$ cat src/rtl/phase_null_pkg.sv
package phase_null_pkg;
  typedef enum logic [1:0] {
    ST_IDLE   = 2'd0,
    ST_SETTLE = 2'd1,
    ST_SAMPLE = 2'd2
  } seq_state_e;
endpackage

$ cat src/rtl/phase_null_sync.sv
module phase_null_sync #(
  parameter int STAGES = 2,
  parameter int WIDTH  = 2
) (
  input  logic             clk_i,
  input  logic             rst_ni,
  input  logic [WIDTH-1:0] d_i,
  output logic [WIDTH-1:0] q_o
);
  logic [STAGES-1:0][WIDTH-1:0] pipe_q;

  if (STAGES == 1) begin : g_one
    always_ff @(posedge clk_i or negedge rst_ni) begin
      if (!rst_ni) pipe_q <= '0;
      else         pipe_q <= d_i;
    end
  end else begin : g_multi
    always_ff @(posedge clk_i or negedge rst_ni) begin
      if (!rst_ni) pipe_q <= '0;
      else         pipe_q <= {pipe_q[STAGES-2:0], d_i};
    end
  end

  assign q_o = pipe_q[STAGES-1];
endmodule

$ cat src/rtl/phase_null_vote.sv
module phase_null_vote #(
  parameter int AVG_N = 4
) (
  input  logic clk_i,
  input  logic rst_ni,
  input  logic avg_en_i,
  input  logic arm_i,     // sequencer waiting for a decision
  input  logic sample_i,  // strobe-aligned sample this cycle
  input  logic bit_i,
  output logic decide_o,
  output logic keep_o
);
  localparam int CNT_W = $clog2(AVG_N + 1);

  logic [CNT_W-1:0] n_q, ones_q, n_nxt, ones_nxt;
  logic             last;

  always_comb begin
    n_nxt    = n_q + CNT_W'(1);
    ones_nxt = ones_q + CNT_W'(bit_i);
    last     = !avg_en_i || (n_nxt == CNT_W'(AVG_N));
    decide_o = sample_i && last;
    if (avg_en_i) keep_o = ({1'b0, ones_nxt} << 1) > (CNT_W + 1)'(AVG_N);
    else          keep_o = bit_i;
  end

  always_ff @(posedge clk_i or negedge rst_ni) begin
    if (!rst_ni) begin
      n_q    <= '0;
      ones_q <= '0;
    end else if (!arm_i || decide_o) begin
      n_q    <= '0;
      ones_q <= '0;
    end else if (sample_i) begin
      n_q    <= n_nxt;
      ones_q <= ones_nxt;
    end
  end
endmodule

$ cat src/rtl/phase_null_seq.sv
module phase_null_seq
  import phase_null_pkg::*;
#(
  parameter int CODE_W   = 13,
  parameter int SETTLE_W = 6
) (
  input  logic                clk_i,
  input  logic                rst_ni,
  input  logic                start_i,
  input  logic [SETTLE_W-1:0] settle_i,
  input  logic                decide_i,
  input  logic                keep_i,
  output logic [CODE_W-1:0]   code_o,
  output logic                busy_o,
  output logic                arm_o,
  output logic                done_o,
  output logic [CODE_W-1:0]   result_o
);
  localparam int IDX_W = $clog2(CODE_W);
  localparam logic [CODE_W-1:0] CODE_MID   = CODE_W'(1) << (CODE_W - 2);
  localparam logic [CODE_W-1:0] CODE_FIRST = CODE_W'(1) << (CODE_W - 1);

  seq_state_e          state_q;
  logic [CODE_W-1:0]   code_q, code_nxt, result_q;
  logic [IDX_W-1:0]    idx_q;
  logic [SETTLE_W-1:0] settle_q, settle_len_q;
  logic                done_q;

  always_comb begin
    code_nxt = code_q;
    if (!keep_i) code_nxt[idx_q] = 1'b0;
    if (idx_q != '0) code_nxt[idx_q - IDX_W'(1)] = 1'b1;
  end

  always_ff @(posedge clk_i or negedge rst_ni) begin
    if (!rst_ni) begin
      state_q      <= ST_IDLE;
      code_q       <= CODE_MID;
      idx_q        <= '0;
      settle_q     <= '0;
      settle_len_q <= '0;
      done_q       <= 1'b0;
      result_q     <= '0;
    end else begin
      done_q <= 1'b0;
      unique case (state_q)
        ST_IDLE: if (start_i) begin
          code_q       <= CODE_FIRST;
          idx_q        <= IDX_W'(CODE_W - 1);
          settle_q     <= settle_i;
          settle_len_q <= settle_i;
          state_q      <= ST_SETTLE;
        end
        ST_SETTLE: begin
          if (settle_q == '0) state_q <= ST_SAMPLE;
          else                settle_q <= settle_q - SETTLE_W'(1);
        end
        ST_SAMPLE: if (decide_i) begin
          code_q <= code_nxt;
          if (idx_q == '0) begin
            state_q  <= ST_IDLE;
            done_q   <= 1'b1;
            result_q <= code_nxt;
          end else begin
            idx_q    <= idx_q - IDX_W'(1);
            settle_q <= settle_len_q;
            state_q  <= ST_SETTLE;
          end
        end
        default: state_q <= ST_IDLE;
      endcase
    end
  end

  assign code_o   = code_q;
  assign busy_o   = (state_q != ST_IDLE);
  assign arm_o    = (state_q == ST_SAMPLE);
  assign done_o   = done_q;
  assign result_o = result_q;
endmodule

$ cat src/rtl/phase_null_sar.sv
module phase_null_sar #(
  parameter int WORD_W      = 12,
  parameter int SETTLE_W    = 6,
  parameter int AVG_N       = 4,
  parameter int SYNC_STAGES = 2,
  localparam int CODE_W     = WORD_W + 1
) (
  input  logic                clk_i,
  input  logic                rst_ni,
  input  logic                start_i,
  input  logic [SETTLE_W-1:0] settle_cycles_i,
  input  logic                avg_en_i,
  input  logic                cmp_i,
  input  logic                ripple_null_i,
  output logic [WORD_W-1:0]   ctrl_word_o,
  output logic                null_sel_o,
  output logic                busy_o,
  output logic                done_o,
  output logic [CODE_W-1:0]   result_o
);
  logic              null_dly, cmp_dly, arm, decide, keep;
  logic [CODE_W-1:0] code;

  // comparator and ripple strobe share one pipeline so they stay aligned
  phase_null_sync #(.STAGES(SYNC_STAGES), .WIDTH(2)) u_sync (
    .clk_i (clk_i),
    .rst_ni(rst_ni),
    .d_i   ({ripple_null_i, cmp_i}),
    .q_o   ({null_dly, cmp_dly})
  );

  phase_null_vote #(.AVG_N(AVG_N)) u_vote (
    .clk_i   (clk_i),
    .rst_ni  (rst_ni),
    .avg_en_i(avg_en_i),
    .arm_i   (arm),
    .sample_i(arm && null_dly),
    .bit_i   (cmp_dly),
    .decide_o(decide),
    .keep_o  (keep)
  );

  phase_null_seq #(.CODE_W(CODE_W), .SETTLE_W(SETTLE_W)) u_seq (
    .clk_i   (clk_i),
    .rst_ni  (rst_ni),
    .start_i (start_i),
    .settle_i(settle_cycles_i),
    .decide_i(decide),
    .keep_i  (keep),
    .code_o  (code),
    .busy_o  (busy_o),
    .arm_o   (arm),
    .done_o  (done_o),
    .result_o(result_o)
  );

  assign null_sel_o  = code[CODE_W-1];
  assign ctrl_word_o = code[WORD_W-1:0];


  code_on_null_chk: assert property (@(posedge clk_i) disable iff (!rst_ni)
    (busy_o && !null_dly) |=> $stable(code));

  start_ignored_chk: assert property (@(posedge clk_i) disable iff (!rst_ni)
    (busy_o && start_i && !null_dly) |=> (busy_o && $stable(code)));

  idle_hold_chk: assert property (@(posedge clk_i) disable iff (!rst_ni)
    (!busy_o && !start_i) |=> (!busy_o && $stable(code)));

  done_pulse_chk: assert property (@(posedge clk_i) disable iff (!rst_ni)
    done_o |=> !done_o);

  result_hold_chk: assert property (@(posedge clk_i) disable iff (!rst_ni)
    $changed(result_o) |-> (done_o && !busy_o));
endmodule

$ cat config.mk
export PLATFORM = sky130hd
export DESIGN_NAME = phase_null_sar
export DESIGN_NICKNAME = d
export VERILOG_FILES = /design/src/rtl/phase_null_pkg.sv /design/src/rtl/phase_null_sync.sv /design/src/rtl/phase_null_vote.sv /design/src/rtl/phase_null_seq.sv /design/src/rtl/phase_null_sar.sv
export SDC_FILE = /design/constraint.sdc
export NUM_CORES = 1
export LEC_CHECK = 0
export BUFFER_PORTS_ARGS = -buffer_cell sky130_fd_sc_hd__buf_2
export CORE_UTILIZATION = 35
export CTS_BUF_LIST = sky130_fd_sc_hd__clkbuf_8
export DETAILED_ROUTE_END_ITERATION = 8
export GPL_TIMING_DRIVEN = 0
export PLACE_DENSITY = 0.6
export SKIP_LAST_GASP = 1
export SYNTH_ARGS = -nofsm -noshare
export SYNTH_HDL_FRONTEND = slang
export SYNTH_SLANG_ARGS = --single-unit
$ cat constraint.sdc
create_clock -name clk_i -period 5.8 [get_ports clk_i]
set_clock_uncertainty 0.05 [all_clocks]
set_input_delay 0.29 -clock clk_i [delete_from_list [all_inputs] [get_ports clk_i]]
set_output_delay 0.29 -clock clk_i [all_outputs]
set_load 0.01 [all_outputs]
* Word-level counts from Yosys, hierarchy flattened
Index checks and enable logic that the tools add are counted.
** Word-level totals
- Bits in registers :: 55
- Bits of input ports :: 12
- Output and inout bits :: 28
** Cells by class
- Reduce and logical (&&, ||, !) cells :: 22
- Bitwise logic cells :: 3
- $lt $le $gt $ge :: 5
- Mux-type cells :: 31
- Eq/ne operators :: 8
- Add/subtract/negate cells :: 4
** Operator list (count)
- 2-to-1 mux 13 bit :: 4
- case mux 13 bit (2 select lines) :: 1
- 2-to-1 mux 6 bit :: 4
- case mux 6 bit (3 select lines) :: 1
- AND 13 bit :: 1
- NOT 13 bit :: 1
- OR 13 bit :: 1
- 2-to-1 mux 3 bit :: 4
- 2-to-1 mux 4 bit :: 3
- < comparator 4 x 5 -> 1 bit, second input constant :: 2
- AND reduction 3 bit :: 3
- demux 1 bit (select 4 bit) :: 2
- greater-or-equal comparator 4 x 1 -> 1 bit, second input constant :: 2
- case mux 4 bit (2 select lines) :: 1
- 2-to-1 mux 1 bit :: 7
- logical NOT 6 bit :: 1
- 2-to-1 mux 2 bit :: 3
- != test 2 bit, second input constant :: 3
- case mux 2 bit (3 select lines) :: 1
- nonzero test 2 bit :: 3
- subtractor 6 x 1 -> 6 bit, second input constant :: 1
- AND reduction 5 bit :: 1
- > comparator 4 x 3 -> 1 bit, second input constant :: 1
- logical AND 1 bit :: 4
- 15 further kinds :: 18

* Logic depth before layout (Yosys ltp)
Gate-level depths: netlist of run 1.
- Depth in word-level cells :: 11
- Depth in mapped cells :: 9
- Gate-level depth less buffers :: 7

* Cells and area by module
A second synthesis of run 1 with hierarchy kept.
** Unflattened totals
- Cell total of the unflattened synthesis :: 305
- Area total of the unflattened synthesis :: 3035.4 µm²
** Modules (own cells, without submodules)
- phase_null_seq :: cells each 263, area an instance 2547.4 µm², seq. area each 1127.3 µm², times used 1
- phase_null_vote :: cells each 35, area an instance 366.6 µm², seq. area each 150.1 µm², times used 1
- phase_null_sync :: cells each 6, area an instance 115.1 µm², seq. area each 100.1 µm², times used 1
- phase_null_sar :: cells each 1, area an instance 6.3 µm², seq. area each 0.0 µm², times used 1

* Least setup slack after synthesis of run 1
Ideal clock, no wire load.
- Path type :: flip-flop to flip-flop
- Start point :: reg u_sync.pipe_q (netlist bit u_sync.q_o[0])
- End point :: reg u_seq.code_q[8] (netlist: u_seq.code_o[8])
- Arrival :: 1703 ps
- Clock period less this slack :: 1882 ps
- Cell stages (with the launch flop) :: 9
- Setup slack :: 3918 ps
- Required time :: 5621 ps
- Library setup time :: 129 ps
- Cells stage by stage :: dfrtp_1 -> ha_1 -> ha_1 -> xnor2_1 -> a31o_2 -> clkbuf_1 -> a31oi_1 -> o21ai_0 -> o21ai_0
** On the way
- Longest elaborated chain between the ends :: 8
** Ends and longest elaborated chain
- start: declaration :: line phase_null_sync.sv:10 : logic [STAGES-1:0][WIDTH-1:0] pipe_q;
- start signal: assignment :: line phase_null_sync.sv:20 : else pipe_q <= {pipe_q[STAGES-2:0], d_i};
- adder 3 x 1 -> 3 bit :: line phase_null_vote.sv:20 : ones_nxt = ones_q + CNT_W'(bit_i);
- > comparator 4 x 3 -> 1 bit :: line phase_null_vote.sv:23 : if (avg_en_i) keep_o = ({1'b0, ones_nxt} << 1) > (CNT_W + 1)'(AVG_N);
- 2-to-1 mux 1 bit (*) :: line phase_null_vote.sv:23
- 2-to-1 mux 13 bit (*) :: line phase_null_seq.sv:31 : if (!keep_i) code_nxt[idx_q] = 1'b0;
- OR 13 bit (no line)
- 2-to-1 mux 13 bit (*) :: line phase_null_seq.sv:32 : if (idx_q != '0) code_nxt[idx_q - IDX_W'(1)] = 1'b1;
- 2-to-1 mux 13 bit (*) :: line phase_null_seq.sv:58 : ST_SAMPLE: if (decide_i) begin
- case mux 13 bit (2 select lines) (*) :: line phase_null_seq.sv:46 : unique case (state_q)
- end signal: assignment :: line phase_null_seq.sv:59 : code_q <= code_nxt;
- end: declaration :: line phase_null_seq.sv:24 : logic [CODE_W-1:0] code_q, code_nxt, result_q;
Every way passes the cells marked *; elsewhere a longest branch is shown, timed or not. The select of a mux whose other input is x is not followed.
A chain may end at the register's enable or synchronous reset.

* Worst setup path after layout of run 1
- Start point :: reg u_seq.state_q[0]
- End point :: reg u_seq.code_q[11] (netlist: u_seq.code_o[11])
** On the way
- Longest elaborated chain between the ends :: 5
- Elaborated cells on any way between the ends :: 9
** Ends and longest elaborated chain
- start: declaration :: line phase_null_seq.sv:23 : seq_state_e state_q;
- start signal: assignment :: line phase_null_seq.sv:37 : state_q <= ST_IDLE;
- start signal: assignment :: line phase_null_seq.sv:52 : state_q <= ST_SETTLE;
- start signal: assignment :: line phase_null_seq.sv:55 : if (settle_q == '0) state_q <= ST_SAMPLE;
- == test 2 bit :: line phase_null_seq.sv:46, phase_null_seq.sv:77
- logical AND 1 bit :: line phase_null_sar.sv:37 : .sample_i(arm && null_dly),
- logical AND 1 bit :: line phase_null_vote.sv:22 : decide_o = sample_i && last;
- != test 2 x 1 -> 1 bit (no line)
- AND reduction 3 bit (no line)
Several ways; a longest one is shown, not always the timed one.

==> impl_metrics.csv, run 1 <==
group,metric,value,unit
floorplan,die_x,93.21,um
global_route,grt_pass1_wl,10.41,mm
sta,worstMarginPinSlew,0.7432,ns
finish,drive_gt1_share,24.47,%
pwr,power.switching,0.0004017,W
detailed_routing,num_vias,2220,
floorplan,pin_count,40,
floorplan,initial_core_util,36.91,%
setup_path,r2r_end,"u_seq.code_o[11]$_DFFE_PN1P_",
place,portBuffers,39,
pwr,p_seq_share,41.8,%
global_route,grt_usage,15.13,%
run_status,status,"finished, violations left",
setup_path,reg2reg_slack,3.58,ns
yosys,synth_warnings,0,
sta,hold_viol_final,54,
finish,nFillCells,761,
finish,final_util,42.31,%
sta,rsz0062_at_grt,"false",
yosys,ys_top_cells_by_area,"dfrtp_1 (46%), ha_1 (6.0%), mux2_2 (3.9%)",
yosys,syn_nets,310,
sta,maxSlewHeadroom,50.27,%
cts,postCtsSetupRepairBufs,0,
yosys,ys_seq_elements,55,
cts,clkTransAtPathRegs,0.10,ns
setup_path,cp.required,5.96,ns
sta,max_clock_freq,451.2,MHz
floorplan,core-area,0.007888,mm^2
finish,final_net_count,356,
run,max_cap_violations,0,
pwr,peakVddDrop,0.0002280,V
finish,area_delta_synth_final,14.61,%
detailed_routing,avgRoutedWirePerCell,14.06,um
setup_path,cp-start-kind,"flop",
global_route,antenna_found_initial,0,
detailed_routing,drt_iter0_drc,99,
cts,clockBufferDepth,2,
setup_path,arrival,2.38,ns
global_route,grt_pass1_vias,2132,
cts,postCtsHoldBufs,0,
setup_path,critPathCaptureType,"flop",
detailed_routing,wl,6.088,mm
run_status,violations,"hold timing",
setup_path,r2r-start,"u_seq.state_q[0]$_DFFE_PN0P_",
yosys,yosysTopAreaCellShare,46.41,%
sta,setup_tns,0,ns
place,dp_hpwl,4.313,mm
sta,holdWs,-0.03264,ns
detailed_routing,ant_nets,0,
finish,final-seq-area,0.001378,mm^2
cts,htree_levels,2,
place,finalWeightedCongestion,0.8101,
yosys,yosys.area.top_type,"dfrtp_1",
yosys,synth_seq_area_share,47.31,%
min_path,min_path_type,"input port to asynchronous set/reset pin",
pwr,clock_power_share,20.1,%
cts,cts_tree,"done",
finish,multi_input_area,0.001414,mm^2
sta,setup_viol_count_final,0,
detailed_routing,first_pass_iters,5,
yosys,syn-cell-area,0.002912,mm^2
setup_path,path_class,"flop to flop",
finish,diodes,0,
global_route,grt_max_degree,56,
sta,report.final.slew_viol_count,0,
yosys,yosys.cell_types.count,48,
pwr,p_comb_share,38.0,%
setup_path,ff2ff_path_depth,7,
yosys,synth_cells,284,
setup_path,path_max_fanout,10,
cts,cts_num_sinks,55,
detailed_routing,routed_via_density,5.127,
cts,ctsResizeCount,0,
cts,cts_buffers,5,
floorplan,fp.dieArea,0.008687,mm^2
sta,period_needed,2.216,ns
yosys,syn_area_per_cell,10.25,um^2
pwr,switching_share,35.01,%
cts,clock-root-buffer,"clkbuf_8",
cts,clock_latency,0.31,ns
floorplan,rows,32,
pwr,p_leak,1.597,nW
floorplan,die_y,93.21,um
sta,period_share,38.21,%
global_route,grt_overflow_total,0,
pwr,internal-power,0.0007456,W
detailed_routing,drc,0,
pwr,p_per_area,343.8,mW/mm^2
cell usage after synthesis (all sizes together):
master	number
a21boi	5
a31o	2
mux2i	7
a22o	3
or3	1
nor2	18
nor2b	5
nor3b	1
and3	2
inv	12
dfstp	1
o22ai	3
nor3	5
o211ai	2
a21oi	17
and2b	1
o21ai	20
ha	14
dfrtp	54
or2	4
mux2	17
a22oi	3
clkbuf	5
a21o	3
a2bb2oi	2
nand3b	1
xor2	4
nand2b	8
nand3	13
nand2	29
xnor2	1
a31oi	6
a221oi	1
a211oi	1
nand4b	1
o31ai	2
a32oi	2
buf	8
metrics by stage:
step | cells | hold slack (ns) | total power (W) | area (um^2) | setup slack, ns
floorplan | 284 | -0.05559 | 0.0008228 | 2912 | 3.918
global placement | 425 | 0.2839 | 0.0009179 | 3234 | 3.632
detailed placement | 425 | 0.2855 | 0.0009265 | 3234 | 3.602
CTS | 433 | 0.01940 | 0.001161 | 3334 | 3.580
global route | 433 | 0.01769 | 0.001234 | 3337 | 3.306
finish | 433 | -0.03264 | 0.001147 | 3337 | 3.584
final cells by class:
cell class,count,share of cell area [%]
well taps,102,3.825
inverters,12,1.350
flip-flops and latches,55,41.28
clock buffers,7,2.887
clock inverters,1,0.1125
plain buffers,13,2.250
multi-input cells,204,42.37
repair buffers,39,5.924
worst max-delay path, cell delays in order, from the launching register on:
cell and delay, ns:
dfrtp_1 0.42, inv_1 0.09, ha_1 0.15, buf_2 0.22, nand3_1 0.15, nor2_1 0.61
a21oi_1 0.14, a221oi_1 0.28
sequential cells by signal, summed over array words and instances (netlist names):
register	flops
u_seq.state_q	2
u_seq.settle_q	6
u_seq.done_o	1
u_seq.code_o	13
u_sync.pipe_q	2
u_sync.q_o	2
u_seq.idx_q	4
u_seq.result_o	13
u_seq.settle_len_q	6
u_vote.ones_q	3
u_vote.n_q	3
how the worst max path moves through the flow:
stage,from,to,slack [ns],cells after the start
floorplan,u_sync.q_o[0]$_DFF_PN0_,u_seq.code_o[8]$_DFFE_PN0P_,3.92,8
global placement,u_seq.state_q[0]$_DFFE_PN0P_,u_seq.code_o[11]$_DFFE_PN1P_,3.63,7
detailed placement,u_seq.state_q[0]$_DFFE_PN0P_,u_seq.code_o[11]$_DFFE_PN1P_,3.60,7
CTS,u_seq.state_q[0]$_DFFE_PN0P_,u_seq.code_o[11]$_DFFE_PN1P_,3.58,7
global route,u_seq.state_q[0]$_DFFE_PN0P_,u_seq.code_o[11]$_DFFE_PN1P_,3.31,7
finish,u_seq.state_q[0]$_DFFE_PN0P_,u_seq.code_o[11]$_DFFE_PN1P_,3.58,7
kinds of logic after synthesis:
kind of cell | share of synthesized area, %
AOI/OAI and AO/OA | 16.12
xor gates and xnor gates | 1.504
adders and majority gates | 6.016
buffers and inverters | 4.125
DFF | 47.31
muxes | 9.884
and+or+nand+nor | 15.04
per-layer routing:
metal / track usage (%) / part of all wire [%] / up-vias
met2: 25.00 / 46 / 61
met1: 20.07 / 49 / 1070
li1: - / - / 1085
met5: 0 / 0 / -
met4: 4.231 / 0.90 / 0
met3: 3.089 / 4.2 / 4
power by group through the flow:
stage,registers [W],logic [W],clock network (W)
6_report,0.000480,0.000436,0.000231
5_1_grt,0.000487,0.000491,0.000256
4_1_cts,0.000480,0.000441,0.000239
3_5_place_dp,0.000488,0.000438,0
3_3_place_gp,0.000486,0.000432,0
2_1_floorplan,0.000478,0.000345,0
layout by cell type, fill, tap and decap left out, types with 4 or more instances in the layout:
| master | count |
|---|---|
| a21boi_0 | 4 |
| a21oi_1 | 16 |
| a31oi_1 | 6 |
| buf_2 | 41 |
| clkbuf_1 | 5 |
| clkbuf_8 | 7 |
| dfrtp_1 | 54 |
| ha_1 | 14 |
| inv_1 | 13 |
| mux2_2 | 10 |
| mux2_4 | 7 |
| mux2i_1 | 7 |
| nand2_1 | 29 |
| nand2b_1 | 7 |
| nand3_1 | 13 |
| nor2_1 | 18 |
| nor2b_1 | 5 |
| nor3_1 | 5 |
| o21ai_0 | 16 |
| o21ai_1 | 4 |
| xor2_1 | 4 |
Note: power is estimated with default switching activity, not from simulation.
==> run 2: changes to the inputs <==
Settings changed: PLACE_DENSITY 0.6 to 0.62.
Clock period 5.8 ns to 1.9 ns, I/O delays scaled along.
==> run 2 against run 1 <==
Effect of this change:
- sequential share of layout area decreased by 4.7 points
- register-to-register slack got worse by 3.6 ns
- die area unchanged
- count of clock-buffer cells in the layout decreased by 1
- total power increased to 3.5 times the previous value
- global-route usage increased by 0.69 points
- utilization increased by 5.4 points
- combinational power increased to 4.0 times the previous value
- critical path type unchanged
- the flow finishes with violations (setup timing)
- hold slack improved by 0.28 ns
- via count increased by 5.9%
- cell area increased by 13%
- cell count increased by 5.8%
==> impl_metrics.csv, run 2 (synthesized netlist as in run 1, its figures left out) <==
group,metric,value,unit
finish,area_delta_synth_final,29.31,%
cts,clockBufferDepth,2,
global_route,met2_usage,26.65,%
detailed_routing,routed_via_density,5.135,
global_route,grt_pass1_wl,10.93,mm
finish,multi_input_area,0.001563,mm^2
cts,clock-root-buffer,"clkbuf_8",
sta,max_clock_freq,522.1,MHz
finish,final_net_count,381,
place,dp_hpwl,4.390,mm
run,max_cap_violations,0,
finish,final_common_cell,"dfrtp_1",
cts,clkTransAtPathRegs,0.09,ns
pwr,power.total,0.004002,W
sta,report.final.slew_viol_count,0,
sta,setup_slack,-0.01534,ns
global_route,antenna_found_initial,0,
detailed_routing,drt_iter0_drc,67,
cts,cts_buffers,5,
global_route,grt_overflow_total,0,
min_path,min_path_type,"input port to flop",
cts,htree_levels,2,
detailed_routing,drc,0,
setup_path,cpPeakStageDelay,0.42,ns
sta,period_needed,1.915,ns
floorplan,initial_core_util,36.91,%
sta,worstMarginPinSlew,0.7079,ns
detailed_routing,ant_nets,0,
sta,holdWs,0.2448,ns
setup_path,cp-start-kind,"flop",
sta,maxSlewHeadroom,52.81,%
finish,layout_common_cells,"dfrtp_1 (53), buf_2 (39), nand2_1 (29)",
global_route,grt_usage,15.83,%
pwr,peakVddDrop,0.0007268,V
detailed_routing,avgRoutedWirePerCell,14.21,um
place,dp.cells,425,
sta,rsz0062_at_grt,"true",
global_route,busiest_layer,"met2",
setup_path,worstPathCellList,"ha_2 -> ha_4 -> nand2b_4 -> a21boi_4 -> or3_4 -> buf_8 -> a21oi_4 -> a2bb2oi_2",
cts,cts_tree,"done",
setup_path,path_max_fanout,5,
pwr,p_leak,1.770,nW
setup_path,cp.required,2.09,ns
cts,clock_latency,0.31,ns
sta,period_share,100.8,%
finish,drive_gt1_share,35.39,%
detailed_routing,first_pass_iters,4,
floorplan,die_x,93.21,um
global_route,grt_pass1_vias,2300,
setup_path,arrival,2.10,ns
floorplan,rows,32,
global_route,grt_max_degree,56,
detailed_routing,num_vias,2352,
setup_path,path_class,"flop to flop",
place,finalWeightedCongestion,0.8083,
global_route,globalRouteMet1Util,20.23,%
pwr,p_per_area,1063,mW/mm^2
sta,hold_viol_final,0,
setup_path,crit_slowest_cell,"or3_4",
finish,final-seq-area,0.001379,mm^2
global_route,use_met3,3.577,%
finish,diodes,0,
floorplan,core-area,0.007888,mm^2
place,portBuffers,39,
cts,cts_num_sinks,55,
finish,layout.cells.non_filler,458,
detailed_routing,wl,6.509,mm
sta,setup_viol_count_final,1,
place,dp_slack,-0.2919,ns
run_status,violations,"setup timing",
floorplan,fp.dieArea,0.008687,mm^2
setup_path,critPathCaptureType,"flop",
run_status,status,"finished, violations left",
floorplan,pin_count,40,
finish,nFillCells,724,
floorplan,die_y,93.21,um
run 2: cell types whose count changed in the layout (fill, tap and decap cells not counted), moves of 4 or more:
cell / previous run / this run
buf_4: 3 / 17
dlygate4sd3_1: 0 / 9
o21ai_0: 16 / 10
o21ai_1: 4 / 10
ha_1: 14 / 9
nor2_1: 18 / 14
run 2: layer usage:
layer | share of wire [%] | up-vias
met3 | 4.6 | 12
met2 | 48 | 54
met4 | 1.4 | 0
met5 | 0 | -
met1 | 45 | 1138
li1 | - | 1148
run 2: layout make-up:
class	instances	area share (%)
buffer	13	2.758
timing repair buffer	64	11.40
clock inverter	2	0.9305
multi-input combinational	204	41.51
sequential	55	36.62
clock buffer	6	2.193
inverter	12	1.196
tap	102	3.390
run 2: worst max-delay path, delay by kind of cell (launching register included):
kind	cells	cell delay, ns
AND/OR/NAND/NOR	2	0.57
adder cells (fa/ha/maj)	2	0.33
flip-flops	1	0.37
AO/OA/AOI/OAI	3	0.36
buffers and inverters	1	0.15
run 2: final timing paths:
check / start / endpoint / slack, ns / cells past startpoint
worst max-delay path: u_vote.n_q[0]$_DFFE_PN0P_ / u_seq.idx_q[3]$_DFFE_PN0P_ / -0.02 / 8
worst min-delay path: avg_en_i / u_vote.n_q[0]$_DFFE_PN0P_ / 0.24 / 4
worst max register to register: u_vote.n_q[0]$_DFFE_PN0P_ / u_seq.idx_q[3]$_DFFE_PN0P_ / -0.02 / 8
worst min register to register: u_sync.pipe_q[1]$_DFF_PN0_ / u_sync.q_o[1]$_DFF_PN0_ / 0.30 / 0
max in group asynchronous: rst_ni / u_seq.idx_q[0]$_DFFE_PN0P_ / 0.98 / 2
min in group asynchronous: rst_ni / u_seq.done_o$_DFF_PN0_ / 0.31 / 2
run 2: repair_timing:
action | in CTS | in global routing
endpoints found under the hold margin | 8 | 54
setup buffers | 11 | 3
gates cloned | 1 | 1
resized for setup | 19 | 34
setup endpoints to repair | 38 | 35
pin swaps | 2 | 4
hold buffers | 8 | 1
run 2: per-stage QoR:
step	setup TNS [ns]	area [um^2]	util [%]
floorplan	0	2912	-
global placement	-5.200	3234	41.01
detailed placement	-6.034	3234	41.01
CTS	-0.02166	3595	45.57
global route	-0.6722	3765	47.73
finish	-0.01534	3765	47.73
run 2: power breakdown:
group	switching [W]	internal (W)
clock	0.000384	0.000427
combinational	0.000865	0.000865
sequential	0.000116	0.00134
